## src/rtl/hmd_pkg.sv

```systemverilog
// Shared constants for the host address decoder: target bit positions
// and configuration register select codes.
package hmd_pkg;
    localparam int N_TGT  = 5;
    localparam int T_DRAM = 0;
    localparam int T_WIN  = 1;
    localparam int T_ROM  = 2;
    localparam int T_LIO  = 3;
    localparam int T_BIO  = 4;

    localparam int SEL_W = 3;
    localparam logic [SEL_W-1:0] SEL_WSIZE = 3'd0;
    localparam logic [SEL_W-1:0] SEL_WBASE = 3'd1;
    localparam logic [SEL_W-1:0] SEL_ROM   = 3'd2;
    localparam logic [SEL_W-1:0] SEL_DPLO  = 3'd3;
    localparam logic [SEL_W-1:0] SEL_DPHI  = 3'd4;
    localparam logic [SEL_W-1:0] SEL_DPEN  = 3'd5;
endpackage

```

## src/rtl/hmd_cfg_regs.sv

```systemverilog
// Configuration register file. It holds the window size, the window base,
// the ROM size code and the dual-port bounds and enable.
// Assumes one write per cycle. Each write is visible from the next cycle.
module hmd_cfg_regs
    import hmd_pkg::*;
#(
    parameter int BUS_AW  = 32,
    parameter int GRAN_AW = 16,
    parameter int CODE_W  = 2
) (
    input  logic                      clk,
    input  logic                      rst_n,
    input  logic                      cfg_we,
    input  logic [SEL_W-1:0]          cfg_sel,
    input  logic [BUS_AW-1:0]         cfg_wdata,
    output logic                      win_large,
    output logic [BUS_AW-1:0]         win_base,
    output logic [CODE_W-1:0]         rom_code,
    output logic                      dp_en,
    output logic [BUS_AW-GRAN_AW-1:0] dp_lo,
    output logic [BUS_AW-GRAN_AW-1:0] dp_hi
);
    localparam int BLK_W = BUS_AW - GRAN_AW;

    // Register update: reset defaults, then one selected field per write.
    always_ff @(posedge clk) begin
        if (!rst_n) begin
            win_large <= 1'b0;
            win_base  <= '0;
            rom_code  <= '1;
            dp_en     <= 1'b0;
            dp_lo     <= '0;
            dp_hi     <= '0;
        end else if (cfg_we) begin
            case (cfg_sel)
                SEL_WSIZE: win_large <= cfg_wdata[0];
                SEL_WBASE: win_base  <= cfg_wdata;
                SEL_ROM:   rom_code  <= cfg_wdata[CODE_W-1:0];
                SEL_DPLO:  dp_lo     <= cfg_wdata[BLK_W-1:0];
                SEL_DPHI:  dp_hi     <= cfg_wdata[BLK_W-1:0];
                SEL_DPEN:  dp_en     <= cfg_wdata[0];
                default: ;
            endcase
        end
    end

    p_base_next_r10: assert property (@(posedge clk) disable iff (!rst_n)
        ($past(rst_n) && $past(cfg_we) && $past(cfg_sel) == SEL_WBASE)
            |-> win_base == $past(cfg_wdata));

    p_code_next_r10: assert property (@(posedge clk) disable iff (!rst_n)
        ($past(rst_n) && $past(cfg_we) && $past(cfg_sel) == SEL_ROM)
            |-> rom_code == $past(cfg_wdata[CODE_W-1:0]));

    p_defaults_r9: assert property (@(posedge clk) disable iff (!rst_n)
        !$past(rst_n) |-> (!win_large && win_base == '0 && rom_code == '1 && !dp_en));
endmodule

```

## src/rtl/hmd_mem_dec.sv

```systemverilog
// Memory region split for host addresses: DRAM, then the bus window, then
// the ROM region. It also forms the bus address for a window hit.
// Assumes the window begins right above DRAM and that both window sizes
// end below the top of the host space.
module hmd_mem_dec #(
    parameter int HOST_AW = 20,
    parameter int BUS_AW  = 32,
    parameter int DRAM_AW = 19,
    parameter int WIN_AW  = 17
) (
    input  logic [HOST_AW-1:0] addr,
    input  logic               win_large,
    input  logic [BUS_AW-1:0]  win_base,
    output logic               is_dram,
    output logic               is_win,
    output logic               is_romreg,
    output logic [BUS_AW-1:0]  win_bus
);
    localparam logic [HOST_AW-1:0] WIN_LO   = HOST_AW'(1 << DRAM_AW);
    localparam logic [HOST_AW-1:0] WIN_HI_S = HOST_AW'((1 << DRAM_AW) + (1 << WIN_AW));
    localparam logic [HOST_AW-1:0] WIN_HI_L = HOST_AW'((1 << DRAM_AW) + (2 << WIN_AW));
    localparam logic [BUS_AW-1:0]  MASK_S   = ~BUS_AW'((1 << WIN_AW) - 1);
    localparam logic [BUS_AW-1:0]  MASK_L   = ~BUS_AW'((2 << WIN_AW) - 1);

    logic [HOST_AW-1:0] win_hi;
    logic [HOST_AW-1:0] win_off;

    // Region compare against the window end chosen by the size setting.
    always_comb begin
        win_hi    = win_large ? WIN_HI_L : WIN_HI_S;
        is_dram   = addr < WIN_LO;
        is_win    = !is_dram && (addr < win_hi);
        is_romreg = !is_dram && !is_win;
    end

    // Bus address: aligned base plus the offset inside the window.
    always_comb begin
        win_off = addr - WIN_LO;
        win_bus = (win_base & (win_large ? MASK_L : MASK_S)) + BUS_AW'(win_off);
    end
endmodule

```

## src/rtl/hmd_rom_sel.sv

```systemverilog
// ROM socket select. The socket bank is aligned to the top of the host
// space. One candidate decode is built per device size, and the size code
// picks among them. Assumes the socket count is a power of two and that
// the bank at its largest size fits below the top of the space.
module hmd_rom_sel #(
    parameter int HOST_AW    = 20,
    parameter int ROM_MIN_AW = 13,
    parameter int NSOCK      = 4,
    parameter int NCODE      = 4,
    parameter int CODE_W     = 2,
    parameter int SOCK_W     = 2,
    parameter int OFF_W      = 16
) (
    input  logic [HOST_AW-1:0] addr,
    input  logic [CODE_W-1:0]  code,
    output logic               mapped,
    output logic [SOCK_W-1:0]  socket,
    output logic [OFF_W-1:0]   offset
);
    logic [NCODE-1:0]  map_v;
    logic [SOCK_W-1:0] sock_v [NCODE];
    logic [OFF_W-1:0]  off_v  [NCODE];

    // One decode per device size: top bits all ones means inside the bank.
    for (genvar g = 0; g < NCODE; g++) begin : g_size
        localparam int DEV_AW  = ROM_MIN_AW + g;
        localparam int SPAN_AW = DEV_AW + SOCK_W;
        assign map_v[g]  = &addr[HOST_AW-1:SPAN_AW];
        assign sock_v[g] = addr[SPAN_AW-1:DEV_AW];
        assign off_v[g]  = OFF_W'(addr[DEV_AW-1:0]);
    end

    // Pick the candidate for the configured device size.
    always_comb begin
        mapped = map_v[code];
        socket = sock_v[code];
        offset = off_v[code];
    end
endmodule

```

## src/rtl/hmd_dp_dec.sv

```systemverilog
// Inbound dual-port check. A bus access hits local DRAM when the region is
// enabled, the access block is inside [start, end], and the access is less
// than the DRAM size above the start. Assumes start <= end when enabled.
module hmd_dp_dec #(
    parameter int BUS_AW  = 32,
    parameter int DRAM_AW = 19,
    parameter int GRAN_AW = 16
) (
    input  logic                      clk,
    input  logic                      rst_n,
    input  logic                      in_valid,
    input  logic [BUS_AW-1:0]         in_addr,
    input  logic                      dp_en,
    input  logic [BUS_AW-GRAN_AW-1:0] dp_lo,
    input  logic [BUS_AW-GRAN_AW-1:0] dp_hi,
    output logic                      in_hit,
    output logic                      in_miss,
    output logic [DRAM_AW-1:0]        in_dram_addr
);
    localparam int BLK_W   = BUS_AW - GRAN_AW;
    localparam int DBLK_AW = DRAM_AW - GRAN_AW;
    localparam logic [BLK_W-1:0] DRAM_BLKS = BLK_W'(1 << DBLK_AW);

    logic [BLK_W-1:0] blk;
    logic [BLK_W-1:0] rel;
    logic             in_bounds;

    // Bounds test and DRAM offset from the block index relative to start.
    always_comb begin
        blk          = in_addr[BUS_AW-1:GRAN_AW];
        rel          = blk - dp_lo;
        in_bounds    = dp_en && (blk >= dp_lo) && (blk <= dp_hi) && (rel < DRAM_BLKS);
        in_hit       = in_valid && in_bounds;
        in_miss      = in_valid && !in_bounds;
        in_dram_addr = {rel[DBLK_AW-1:0], in_addr[GRAN_AW-1:0]};
    end

    p_excl_r8: assert property (@(posedge clk) disable iff (!rst_n)
        !(in_hit && in_miss));

    p_answer_r8: assert property (@(posedge clk) disable iff (!rst_n)
        in_valid |-> (in_hit || in_miss));

    p_enabled_r7: assert property (@(posedge clk) disable iff (!rst_n)
        in_hit |-> (dp_en && in_valid));
endmodule

```

## src/rtl/hostmap_decoder.sv

```systemverilog
// Top of the host address decoder. It routes each host access to DRAM, the
// bus window, ROM, local I/O or bus I/O, and checks inbound bus accesses
// against the dual-port region. The decode is combinational. Only the
// configuration is registered.
module hostmap_decoder
    import hmd_pkg::*;
#(
    parameter int HOST_AW    = 20,
    parameter int BUS_AW     = 32,
    parameter int IO_AW      = 16,
    parameter int DRAM_AW    = 19,
    parameter int WIN_AW     = 17,
    parameter int GRAN_AW    = 16,
    parameter int ROM_MIN_AW = 13,
    parameter int NSOCK      = 4,
    parameter int NCODE      = 4,
    localparam int SOCK_W    = $clog2(NSOCK),
    localparam int CODE_W    = $clog2(NCODE),
    localparam int OFF_W     = ROM_MIN_AW + NCODE - 1
) (
    input  logic               clk,
    input  logic               rst_n,
    input  logic               cfg_we,
    input  logic [SEL_W-1:0]   cfg_sel,
    input  logic [BUS_AW-1:0]  cfg_wdata,
    input  logic               host_req,
    input  logic               host_io,
    input  logic [HOST_AW-1:0] host_addr,
    output logic [N_TGT-1:0]   tgt_sel,
    output logic [BUS_AW-1:0]  bus_addr,
    output logic [SOCK_W-1:0]  rom_socket,
    output logic [OFF_W-1:0]   rom_offset,
    output logic               rom_unmapped,
    input  logic               in_valid,
    input  logic [BUS_AW-1:0]  in_addr,
    output logic               in_hit,
    output logic               in_miss,
    output logic [DRAM_AW-1:0] in_dram_addr
);
    localparam int BLK_W = BUS_AW - GRAN_AW;

    logic               win_large;
    logic [BUS_AW-1:0]  win_base;
    logic [CODE_W-1:0]  rom_code;
    logic               dp_en;
    logic [BLK_W-1:0]   dp_lo;
    logic [BLK_W-1:0]   dp_hi;
    logic               is_dram, is_win, is_romreg;
    logic [BUS_AW-1:0]  win_bus;
    logic               rom_map;
    logic [SOCK_W-1:0]  rom_sock_raw;
    logic [OFF_W-1:0]   rom_off_raw;

    hmd_cfg_regs #(.BUS_AW(BUS_AW), .GRAN_AW(GRAN_AW), .CODE_W(CODE_W)) u_cfg (
        .clk(clk), .rst_n(rst_n), .cfg_we(cfg_we), .cfg_sel(cfg_sel),
        .cfg_wdata(cfg_wdata), .win_large(win_large), .win_base(win_base),
        .rom_code(rom_code), .dp_en(dp_en), .dp_lo(dp_lo), .dp_hi(dp_hi)
    );

    hmd_mem_dec #(.HOST_AW(HOST_AW), .BUS_AW(BUS_AW), .DRAM_AW(DRAM_AW),
                  .WIN_AW(WIN_AW)) u_mem (
        .addr(host_addr), .win_large(win_large), .win_base(win_base),
        .is_dram(is_dram), .is_win(is_win), .is_romreg(is_romreg),
        .win_bus(win_bus)
    );

    hmd_rom_sel #(.HOST_AW(HOST_AW), .ROM_MIN_AW(ROM_MIN_AW), .NSOCK(NSOCK),
                  .NCODE(NCODE), .CODE_W(CODE_W), .SOCK_W(SOCK_W),
                  .OFF_W(OFF_W)) u_rom (
        .addr(host_addr), .code(rom_code), .mapped(rom_map),
        .socket(rom_sock_raw), .offset(rom_off_raw)
    );

    hmd_dp_dec #(.BUS_AW(BUS_AW), .DRAM_AW(DRAM_AW), .GRAN_AW(GRAN_AW)) u_dp (
        .clk(clk), .rst_n(rst_n), .in_valid(in_valid), .in_addr(in_addr),
        .dp_en(dp_en), .dp_lo(dp_lo), .dp_hi(dp_hi), .in_hit(in_hit),
        .in_miss(in_miss), .in_dram_addr(in_dram_addr)
    );

    // Target choice and outgoing address for the current host access.
    always_comb begin
        tgt_sel      = '0;
        bus_addr     = '0;
        rom_unmapped = 1'b0;
        rom_socket   = '0;
        rom_offset   = '0;
        if (host_req) begin
            if (host_io) begin
                if (host_addr[IO_AW-1]) begin
                    tgt_sel[T_BIO] = 1'b1;
                    bus_addr       = BUS_AW'(host_addr[IO_AW-1:0]);
                end else begin
                    tgt_sel[T_LIO] = 1'b1;
                end
            end else if (is_dram) begin
                tgt_sel[T_DRAM] = 1'b1;
            end else if (is_win) begin
                tgt_sel[T_WIN] = 1'b1;
                bus_addr       = win_bus;
            end else if (is_romreg && rom_map) begin
                tgt_sel[T_ROM] = 1'b1;
                rom_socket     = rom_sock_raw;
                rom_offset     = rom_off_raw;
            end else begin
                rom_unmapped = 1'b1;
            end
        end
    end

    p_onehot_r11: assert property (@(posedge clk) disable iff (!rst_n)
        $onehot0(tgt_sel));

    p_idle_r11: assert property (@(posedge clk) disable iff (!rst_n)
        !host_req |-> (tgt_sel == '0 && !rom_unmapped));

    p_io_fwd_r6: assert property (@(posedge clk) disable iff (!rst_n)
        (host_req && host_io && host_addr[IO_AW-1])
            |-> (tgt_sel[T_BIO] && bus_addr == BUS_AW'(host_addr[IO_AW-1:0])));

    p_unmap_r5: assert property (@(posedge clk) disable iff (!rst_n)
        rom_unmapped |-> (tgt_sel == '0 && !host_io));

    p_dram_r1: assert property (@(posedge clk) disable iff (!rst_n)
        (host_req && !host_io && host_addr < HOST_AW'(1 << DRAM_AW))
            |-> tgt_sel[T_DRAM]);
endmodule

```

## config.mk

```make
export PLATFORM = sky130hd
export DESIGN_NAME = hostmap_decoder
export DESIGN_NICKNAME = d
export VERILOG_FILES = /design/src/rtl/hmd_pkg.sv /design/src/rtl/hmd_cfg_regs.sv /design/src/rtl/hmd_mem_dec.sv /design/src/rtl/hmd_rom_sel.sv /design/src/rtl/hmd_dp_dec.sv /design/src/rtl/hostmap_decoder.sv
export SDC_FILE = /design/constraint.sdc
export NUM_CORES = 1
export LEC_CHECK = 0
export BUFFER_PORTS_ARGS = -buffer_cell sky130_fd_sc_hd__buf_4
export CORE_MARGIN = 5
export CORE_UTILIZATION = 35
export DETAILED_ROUTE_END_ITERATION = 12
export SYNTH_ARGS = -nofsm -noshare
export SYNTH_HDL_FRONTEND = slang
export SYNTH_HIERARCHICAL = 1
export SYNTH_SLANG_ARGS = --single-unit
```

## constraint.sdc

```tcl
create_clock -name clk -period 10 [get_ports clk]
set_input_delay 2 -clock clk [delete_from_list [all_inputs] [get_ports clk]]
set_output_delay 2 -clock clk [all_outputs]
set_load 0.005 [all_outputs]
```

==> Yosys cells after proc, flatten, opt, wreduce, memory -nomap -nowiden <==
Index checks and enable logic that the tools add are counted.
{ "word_totals": {"out_inout_bits": 77, "wordCells": 85, "register_bits": 68, "inputBits": 93} }
{ "classes": {"n_lt_le_gt_ge": 7, "n_mux": 40, "n_eq_ne": 5, "bitwise": 2, "reduce_logical": 22, "addsub": 3} }
{ "op_table": {"columns": ["cell", "n"], "rows": [
  ["$mux W16", 8],
  ["$mux W32", 4],
  ["$add A32 B20 Y32", 1],
  ["$and A32 B32 Y32", 1],
  ["$bmux W16 S2", 1],
  ["$lt A20 B20 Y1", 1],
  ["$lt A20 B20 Y1 const B", 1],
  ["$sub A20 B20 Y20 const B", 1],
  ["$mux W19", 1],
  ["$mux W18", 1],
  ["$mux W2", 9],
  ["$ge A16 B16 Y1", 1],
  ["$le A16 B16 Y1", 1],
  ["$lt A16 B4 Y1 const B", 1],
  ["$sub A16 B16 Y16", 1],
  ["$reduce_and A2 Y1", 7],
  ["$mux W1", 12],
  ["$logic_and A1 B1 Y1", 8],
  ["$eq A3 B2 Y1 const B", 2],
  ["$eq A3 B3 Y1 const B", 2],
  ["$mux W5", 1],
  ["$reduce_and A5 Y1", 1],
  ["$bmux W2 S2", 1],
  ["$reduce_and A4 Y1", 1],
  ["other kinds (9)", 11]
]} }

==> Depth between registers and ports, before layout <==
Gate-level depths: netlist of run 1.
{ "depth": {"ltp_word": 11, "mapped_depth": 10, "ltp_nobuf": 10} }

==> By module <==
The synthesis of run 1 kept the hierarchy.
{ "by_module_without_submodules": {"columns": ["module", "seq_area_each_um2", "area_each_um2", "n_inst", "cells_each"], "rows": [
  ["hmd_cfg_regs", 1361.3, 2653.8, 1, 263],
  ["hmd_dp_dec", 0.0, 1581.5, 1, 231],
  ["hostmap_decoder", 0.0, 618.1, 1, 86],
  ["hmd_mem_dec", 0.0, 513.0, 1, 69],
  ["hmd_rom_sel", 0.0, 190.2, 1, 23]
]} }

==> Worst setup path before layout of run 1 <==
Ideal clock, no wire load.
{ "synth_timing": {"kind": "input-to-output", "startpoint": "in in_addr[16]", "endpoint": "out in_miss", "cell_stages": 10, "required_time_ns": 8.000, "path_buffers": 0, "t_arrival_ns": 3.921, "path_slack_ns": 4.079, "path_cell_list": "inv_1 > ha_1 > fa_1 > nor2b_1 > o221ai_1 > a21oi_1 > o21ai_1 > a2111oi_2 > nand4_1 > o31a_1"} }
{ "synth_between": {"elab_chain_cells": 6, "word_cells_on_any_way": 9, "cone_classes": "add/sub (1); order compare (3); reduce/logical (5)"} }
{ "synth_rtl": {"columns": ["item", "line_no", "source"], "rows": [
  ["start: declaration", "hostmap_decoder.sv:35", "input logic [BUS_AW-1:0] in_addr,"],
  ["parallel branches: the longest is 3 deep, another holds $sub A16 B16 Y16", null, null],
  ["$logic_and A1 B1 Y1 (*)", "hmd_dp_dec.sv:32", "in_bounds = dp_en && (blk >= dp_lo) && (blk <= dp_hi) && (rel < DRAM_BLKS);"],
  ["$logic_not A1 Y1 (*)", "hmd_dp_dec.sv:34", "in_miss = in_valid && !in_bounds;"],
  ["$logic_and A1 B1 Y1 (*)", "hmd_dp_dec.sv:34", null],
  ["end: declaration", "hostmap_decoder.sv:37", "output logic in_miss,"]
]} }
Mark *: on every way between the ends.

==> Worst setup path after layout of run 1 <==
{ "layout_timing": {"startpoint": "in in_addr[22]", "endpoint": "out in_miss"} }
The elaborated chain is that of the path after synthesis.

==> metrics.md, run 1 <==
| Metric | Value |
|---|---|
| H-tree level count | `2` |
| Status | `finished clean` |
| Hold Path Class | `reg -> reg` |
| F_max | `0.1546 GHz` |
| Post-CTS Setup Bufs | `0` |
| Antenna-violating nets left | `0` |
| Final min period | `6.467 ns` |
| CP peak stage delay | `0.44 ns` |
| Area of the multi-input gates | `3100 sq um` |
| Final hold viol count | `0` |
| Die area | `16710 sq um` |
| Tot Pwr | `568.4 uW` |
| Dpl hpwl | `10.31 mm` |
| Ports | `170` |
| Root buffer cell | `clkbuf_16` |
| Max-cap violation count | `0` |
| First-pass GRT wire length | `20.45 mm` |
| Final setup violation count | `0` |
| Initial Util | `0.3573` |
| Pre-CTS WS | `3.558 ns` |
| Residual DRC | `0` |
| Crit path max fanout | `9` |
| Worst-case clock buffer depth | `2` |
| Yosys warning total | `6` |
| Crit-path cells | `buf_4, ha_1, a211o_1, o31ai_1, mux2i_1, a2111oi_2, nand4_1, o31a_1, buf_4` |
| Clock slew at reported path FFs | `0.07 ns` |
| Final nets | `819` |
| Drt total wl | `12.90 mm` |
| Routed len/inst | `14.85 um` |
| Detailed Route Iter0 Violations | `181` |
| Max_slew headroom | `0.3058` |
| Final slew viol count | `0` |
| Setup crit end kind | `output pin` |
| CTS tree | `done` |
| Post-Syn Nets | `751` |
| Grt total ovfl | `0` |
| Pre-antenna DRT Iters | `4` |
| Part of the cycle the worst path needs | `0.6467` |
| Fin util | `0.4184` |
| Pin slew with the least headroom to its limit | `1.039 ns` |
| Area grow syn2layout | `17.11%` |
| Critical Path RT | `8.00 ns` |
| FF/Latch Area | `1021 sq um` |
| RePlAce Congestion | `0.8277` |
| Slowest CP cell | `o31ai_1` |
| Layout cells sized above 1 | `0.2642` |
| Critical path data arrival time | `4.47 ns` |
| PortBufs | `136` |
| DP Area | `5642 sq um` |
| Via count | `4244` |
| Sum Neg Setup Slack | `0 ns` |
| Leakage power | `0.002738 uW` |
| Die Height | `129.3 um` |
| Unrepaired setup endpoints after global routing | `false` |
| CTS Hold Buffers Added | `0` |
| Clock sinks | `51` |
| Vias in the first global route | `4133` |
| Final instance area | `5831 sq um` |
| Startpoint Class | `primary input` |
| Maximum VDD drop | `0.00007601 V` |
| CTS Buf Count | `5` |
| Netlist Area Pre-Place | `4979 sq um` |
| Avg Inst Size Synth | `8.030 sq um` |
| Core box area | `13930 sq um` |
| Via density per instance | `4.884` |
| Power Dens Cells | `97.48 nW/um^2` |
| Cell repeated most along the worst path | `buf_4` |
| Fill count | `1426` |
| Global router's overall resource usage | `0.1490` |
| Synth Instances | `620` |
| Diode count | `0` |
| Clk_skew | `0 ns` |
| Setup ws final | `3.533 ns` |
| Clk_lat worst skew | `0.29 ns` |
| Site row count | `43` |
| Largest net degree at the start of global routing | `85` |
| Initial antenna violation count | `0` |
| Critical path type | `in -> out` |
| Post-CTS Resized | `0` |
| Die width | `129.3 um` |
-- cells in the final DEF, fill, tap and decap left out, types with 3 or more instances in the layout --
cell	count
o31a_1	3
clkbuf_16	5
nand3_1	4
xnor2_1	6
nor3_2	17
nor3b_1	3
and2_1	16
nand4_1	8
buf_4	138
a21oi_1	25
nand4b_1	3
dfxtp_1	51
nor2_1	20
ha_1	36
mux2i_1	53
nand2b_1	4
o21a_1	4
o21ai_0	11
nor2b_1	10
nor4_1	3
a22o_1	15
nor3_1	7
xor2_1	9
nor4b_1	3
a21o_1	6
inv_1	69
nand2_1	104
-- registers in the layout (all words and copies together), names as in the netlist --
| name | flops |
|---|---|
| u_cfg/dp_hi | 16 |
| u_cfg/rom_code | 2 |
| u_cfg/win_large | 1 |
| u_cfg/win_base | 15 |
| u_cfg/dp_lo | 16 |
| u_cfg/dp_en | 1 |
-- power breakdown --
part,internal [uW],switching [uW],leakage (uW),total (uW)
Sequential,208,3.34,0.000413,211
Combinational,63.2,72.3,0.00223,135
Clock,144,78.4,0.0000911,222
-- metrics by stage --
| step | std cells | hold WS [ns] |
|---|---|---|
| after global placement | 861 | 0.4413 |
| after detailed placement | 861 | 0.4459 |
| final | 869 | 0.4565 |
| after global routing | 869 | 0.4813 |
| after CTS | 869 | 0.4557 |
| after floorplan | 620 | 0.4302 |
-- layer usage --
metal | global-route usage | up-vias | share of wire
li1 | - | 2202 | -
met1 | 0.2044 | 1945 | 0.46
met2 | 0.2445 | 80 | 0.48
met3 | 0.01649 | 17 | 0.047
met4 | 0.04880 | 0 | 0.015
met5 | 0 | - | 0
-- worst max-delay path, delay by kind of cell --
kind	cells	cell delay, ns
buffers and inverters	2	0.25
AND/OR/NAND/NOR	1	0.22
AO/OA/AOI/OAI	4	1.41
adder cells (fa/ha/maj)	1	0.40
multiplexers	1	0.18
-- area by class of cell --
cell class	count	share of cell area
Multi-Input combinational cell	423	0.5318
Timing Repair Buffer	138	0.1777
Sequential cell	51	0.1751
Inverter	69	0.04442
Tap cell	180	0.03863
Clock buffer	6	0.02210
Clock inverter	2	0.01030
-- worst paths after layout --
check,depth (start not counted),start,endpoint,slack (ns)
setup / recovery,9,in_addr[22],in_miss,3.53
hold / removal,2,u_cfg/dp_lo[14],u_cfg/dp_lo[14],0.46
setup reg to reg,2,u_cfg/rom_code[1],u_cfg/rom_code[1],9.22
hold reg to reg,2,u_cfg/dp_lo[14],u_cfg/dp_lo[14],0.46
(Power assumes the default switching activity.)
==> inputs of run 2 (changes only) <==
Settings changed: ABC_AREA from default to 1.
Clock period 10 ns to 6.7 ns, I/O delays scaled along.
==> metrics.md, run 2 <==
| Metric | Value |
|---|---|
| Status | `finished clean` |
| Psw | `277.9 uW` |
| Max_slew headroom | `0.4586` |
| Maximum VDD drop | `0.0001012 V` |
| Die area | `18810 sq um` |
| Clk_skew | `0 ns` |
| Antenna-violating nets left | `0` |
| Switching part of the total | `0.3309` |
| CTS Hold Buffers Added | `0` |
| Final hold viol count | `0` |
| Largest net degree at the start of global routing | `52` |
| Critical path type | `in -> out` |
| Critical Path RT | `5.36 ns` |
| Pin slew with the least headroom to its limit | `0.8113 ns` |
| Commonest non-fill, non-tap cell in the layout | `nand2_1` |
| Power Dens Cells | `127.6 nW/um^2` |
| Area grow syn2layout | `16.32%` |
| Logic gate share of total power | `0.313` |
| Routed len/inst | `11.33 um` |
| Tot Pwr | `839.9 uW` |
| Via count | `5589` |
| First-pass GRT wire length | `22.72 mm` |
| R2R Path Start | `u_cfg/rom_code[0]` |
| Residual DRC | `0` |
| Crit path max fanout | `4` |
| Worst R2R Path Depth | `2` |
| Setup crit end kind | `output pin` |
| Startpoint Class | `primary input` |
| Ports | `170` |
| Final slew viol count | `0` |
| Layout cells sized above 1 | `0.1881` |
| Unrepaired setup endpoints after global routing | `false` |
| Post-Syn Nets | `1118` |
| CP Launch Point | `in_addr[16]` |
| CTS tree | `done` |
| Yosys warning total | `6` |
| Setup crit end | `in_miss` |
| Leakage power | `0.003587 uW` |
| Initial Util | `0.3562` |
| Post-CTS Resized | `0` |
| Worst Hold Slack | `0.4782 ns` |
| Root buffer cell | `clkbuf_16` |
| Post-CTS Setup Bufs | `0` |
| Clk_lat worst skew | `0.29 ns` |
| Final min period | `4.614 ns` |
| Diode count | `0` |
| Part of the cycle the worst path needs | `0.6887` |
| Most frequent cells in the layout | `nand2_1, inv_1, nor2_1` |
| Initial antenna violation count | `0` |
| Reg2reg setup slack | `5.97 ns` |
| Clock slew at reported path FFs | `0.06 ns` |
| Avg Inst Size Synth | `5.732 sq um` |
| Vias in the first global route | `4813` |
| Detailed Route Iter0 Violations | `280` |
| CTS Buf Count | `5` |
| Critical path data arrival time | `3.27 ns` |
| Largest registers | `u_cfg/dp_hi: 16 flops, u_cfg/dp_lo: 16 flops, u_cfg/win_base: 15 flops` |
| Die width | `137.1 um` |
| RePlAce Congestion | `0.8525` |
| Netlist Area Pre-Place | `5658 sq um` |
| Sum Neg Setup Slack | `0 ns` |
| Pre-antenna DRT Iters | `4` |
| Dpl hpwl | `11.85 mm` |
| Worst-case clock buffer depth | `2` |
| Critical R2R Capture | `u_cfg/rom_code[0]` |
| Core box area | `15890 sq um` |
| Grt total ovfl | `0` |
| Internal power | `562.0 uW` |
| Site row count | `46` |
| Hold Path Class | `reg -> reg` |
| Final setup violation count | `0` |
| Clock Power Share | `0.303` |
| Drt total wl | `14.44 mm` |
| DP Area | `6436 sq um` |
| Die Height | `137.1 um` |
| Sequential share of power | `0.384` |
| H-tree level count | `2` |
| Global router's overall resource usage | `0.1479` |
| PortBufs | `136` |
| Clock sinks | `51` |
| Via density per instance | `4.387` |
| F_max | `0.2167 GHz` |
| Final instance area | `6581 sq um` |
| Final nets | `1188` |
| Max-cap violation count | `0` |
| Synth Instances | `987` |
[run 2: critical path: stages]
cell and delay, ns:
buf_4 0.07, inv_1 0.05, ha_1 0.22, fa_1 0.40, inv_1 0.07, nand2_1 0.08
nand2_4 0.11, nand3_2 0.07, nand2_1 0.13, nand2_1 0.08, nand2_1 0.06, nand2_1 0.04
nand2_1 0.09, nand2_1 0.06, nor2_1 0.08, nand2_1 0.06, nor2_1 0.10, nor2_1 0.04
buf_4 0.12
[run 2: per-stage QoR]
step | util | setup WS [ns] | std cells
after floorplan | - | 2.488 | 987
after global placement | 0.4052 | 2.069 | 1266
after detailed placement | 0.4052 | 2.082 | 1266
after CTS | 0.4143 | 2.075 | 1274
after global routing | 0.4143 | 1.851 | 1274
final | 0.4143 | 2.086 | 1274
[run 2: per-layer routing]
metal	share of wire	wire length (um)	global-route usage
met3	0.051	742	0.03272
met4	0.015	217	0.02827
met1	0.47	6734	0.2007
met5	0	0	0
met2	0.47	6742	0.2422
[run 2: power groups by stage]
stage	clock [uW]	sequential (uW)	combinational (uW)
6_report	255	323	263
5_1_grt	278	324	302
4_1_cts	262	323	265
3_5_place_dp	0	330	264
3_3_place_gp	0	330	261
2_1_floorplan	0	327	198
[run 2: worst min-delay path by stage]
stage	cells after the start	endpoint	slack (ns)	start
3_3_place_gp	2	u_cfg/dp_hi[9]	0.46	u_cfg/dp_hi[9]
4_1_cts	2	u_cfg/dp_lo[15]	0.49	u_cfg/dp_lo[15]
5_1_grt	2	u_cfg/dp_lo[12]	0.51	u_cfg/dp_lo[12]
2_1_floorplan	2	u_cfg/rom_code[0]	0.45	u_cfg/rom_code[0]
3_5_place_dp	2	u_cfg/dp_lo[15]	0.47	u_cfg/dp_lo[15]
6_report	2	u_cfg/dp_lo[15]	0.48	u_cfg/dp_lo[15]
[run 2: layout make-up]
cell class,count,area [sq um]
fill,1847,9304
multi-input combinational,666,3381
timing repair buffer,137,1028
sequential,51,1021
inverter,196,735.7
tap,216,270.3
clock buffer,6,128.9
clock inverter,2,16.27
==> inputs of run 3 (changes only) <==
Clock period 6.7 ns to 4.1 ns, I/O delays scaled along.
==> metrics.md, run 3 (synthesis gave the netlist of run 2 again) <==
| Metric | Value |
|---|---|
| PortBufs | `136` |
| Sequential share of power | `0.382` |
| Part of the cycle the worst path needs | `0.8815` |
| Final slew viol count | `0` |
| Most frequent cells in the layout | `nand2_1, inv_1, nor2_1` |
| Switching part of the total | `0.3334` |
| F_max | `0.2767 GHz` |
| Final hold viol count | `0` |
| Pin slew with the least headroom to its limit | `0.8107 ns` |
| Post-CTS Resized | `0` |
| Critical Path RT | `3.28 ns` |
| Die area | `18810 sq um` |
| Diode count | `0` |
| Psw | `459.9 uW` |
| Unrepaired setup endpoints after global routing | `false` |
| Crit path max fanout | `4` |
| Worst R2R Path Depth | `2` |
| Critical path data arrival time | `2.79 ns` |
| CP Launch Point | `in_addr[16]` |
| Routed len/inst | `11.26 um` |
| CP peak stage delay | `0.40 ns` |
| CTS Hold Buffers Added | `0` |
| Commonest non-fill, non-tap cell in the layout | `nand2_1` |
| Clock slew at reported path FFs | `0.07 ns` |
| Tot Pwr | `1379 uW` |
| Detailed Route Iter0 Violations | `307` |
| Drt total wl | `14.34 mm` |
| Crit-path cells | `buf_4, inv_1, ha_1, fa_1, inv_1, nand2_1, nand2_4, nand3_2, nand2_1, nand2_1, nand2_1, nand2_1, nand2_1, nand2_1, nor2_1, nand2_1, nor2_1, nor2_1, buf_4` |
| Internal power | `919.2 uW` |
| Root buffer cell | `clkbuf_16` |
| First-pass GRT wire length | `22.67 mm` |
| Final nets | `1188` |
| Global router's overall resource usage | `0.1463` |
| Status | `finished clean` |
| H-tree level count | `2` |
| Clock Power Share | `0.307` |
| Hold Path Class | `reg -> reg` |
| Max-cap violation count | `0` |
| CTS Buf Count | `5` |
| Layout cells sized above 1 | `0.1890` |
| Dpl hpwl | `11.87 mm` |
| Critical path type | `in -> out` |
| Leakage power | `0.003591 uW` |
| Clock sinks | `51` |
| Antenna-violating nets left | `0` |
| R2R Path Start | `u_cfg/rom_code[0]` |
| Logic gate share of total power | `0.311` |
| Clk_lat worst skew | `0.29 ns` |
| CP bufs+invs | `4` |
| Largest registers | `u_cfg/dp_hi: 16 flops, u_cfg/dp_lo: 16 flops, u_cfg/win_base: 15 flops` |
| Die width | `137.1 um` |
| Max_slew headroom | `0.4590` |
| Setup crit end kind | `output pin` |
| Worst-case clock buffer depth | `2` |
| Grt total ovfl | `0` |
| Clk_skew | `0 ns` |
| Sum Neg Setup Slack | `0 ns` |
| Initial Util | `0.3562` |
| Slowest CP cell | `fa_1` |
| Final min period | `3.614 ns` |
| Setup crit end | `in_miss` |
| CTS tree | `done` |
| Critical R2R Capture | `u_cfg/rom_code[0]` |
| Via density per instance | `4.408` |
| Core box area | `15890 sq um` |
| Initial antenna violation count | `0` |
| Maximum VDD drop | `0.0001744 V` |
| Critical path depth | `19` |
| Area grow syn2layout | `16.39%` |
| Cell repeated most along the worst path | `nand2_1` |
| Die Height | `137.1 um` |
| Via count | `5616` |
| Reg2reg setup slack | `3.36 ns` |
| Pre-antenna DRT Iters | `6` |
| RePlAce Congestion | `0.8444` |
| Final setup violation count | `0` |
| Power Dens Cells | `209.4 nW/um^2` |
| Vias in the first global route | `4861` |
| Largest net degree at the start of global routing | `52` |
| Top delay family on crit path | `simple AND/OR/NAND/NOR gates` |
| Fill count | `1823` |
| Startpoint Class | `primary input` |
| Post-CTS Setup Bufs | `0` |
| Site row count | `46` |
| Ports | `170` |
| Residual DRC | `0` |
run 3: cell count changes in the layout (fill, tap and decap cells not counted), sizes merged:
cell | before | now
clkbuf | 6 | 5
clkinv | 1 | 2
run 3: power by group through the flow:
stage	Combinational, uW	Clock (uW)	Sequential (uW)
2_1_floorplan	323	0	534
3_3_place_gp	427	0	539
3_5_place_dp	431	0	539
4_1_cts	433	435	527
5_1_grt	495	457	530
6_report	429	423	527
run 3: through the flow:
stage            util  hold WS, ns  cell area [sq um]  std cells  setup slack [ns]
2_1_floorplan       -       0.4506               5658        987            0.9276
3_3_place_gp   0.4052       0.4633               6436       1266            0.5242
3_5_place_dp   0.4052       0.4701               6436       1266            0.4880
4_1_cts        0.4145       0.4859               6585       1274            0.4841
5_1_grt        0.4145       0.5078               6585       1274            0.2585
6_report       0.4145       0.4797               6585       1274            0.4857
run 3: per-layer routing:
metal  share of wire  wire (um)  global-route usage  up-vias
met5               0          0                   0        -
met2            0.47       6746              0.2395      113
met1            0.47       6675              0.2013     2428
li1                -          -                   -     3059
met4           0.013        193             0.02661        0
met3           0.051        725             0.02868       16
run 3: worst min-delay path by stage:
stage          depth (start not counted)          startpoint                  to  slack, ns
3_3_place_gp                           2  u_cfg/win_base[17]  u_cfg/win_base[17]       0.46
3_5_place_dp                           2     u_cfg/dp_lo[15]     u_cfg/dp_lo[15]       0.47
5_1_grt                                2     u_cfg/dp_hi[10]     u_cfg/dp_hi[10]       0.51
6_report                               2     u_cfg/dp_lo[15]     u_cfg/dp_lo[15]       0.48
2_1_floorplan                          2   u_cfg/rom_code[0]   u_cfg/rom_code[0]       0.45
4_1_cts                                2     u_cfg/dp_hi[13]     u_cfg/dp_hi[13]       0.49
run 3: final cells by class:
type	count	area, sq um	share of cell area
Clock inverter	3	23.77	0.003610
Multi-Input combinational cell	666	3381	0.5134
Clock buffer	5	125.1	0.01900
Sequential cell	51	1021	0.1550
Inverter	196	735.7	0.1117
Timing Repair Buffer	137	1028	0.1562
Tap cell	216	270.3	0.04104
run 3: worst register-to-register path, stage by stage (launching register included):
cell	delay [ns]
dfxtp_1	0.53
nand2_1	0.09
nand3_1	0.07
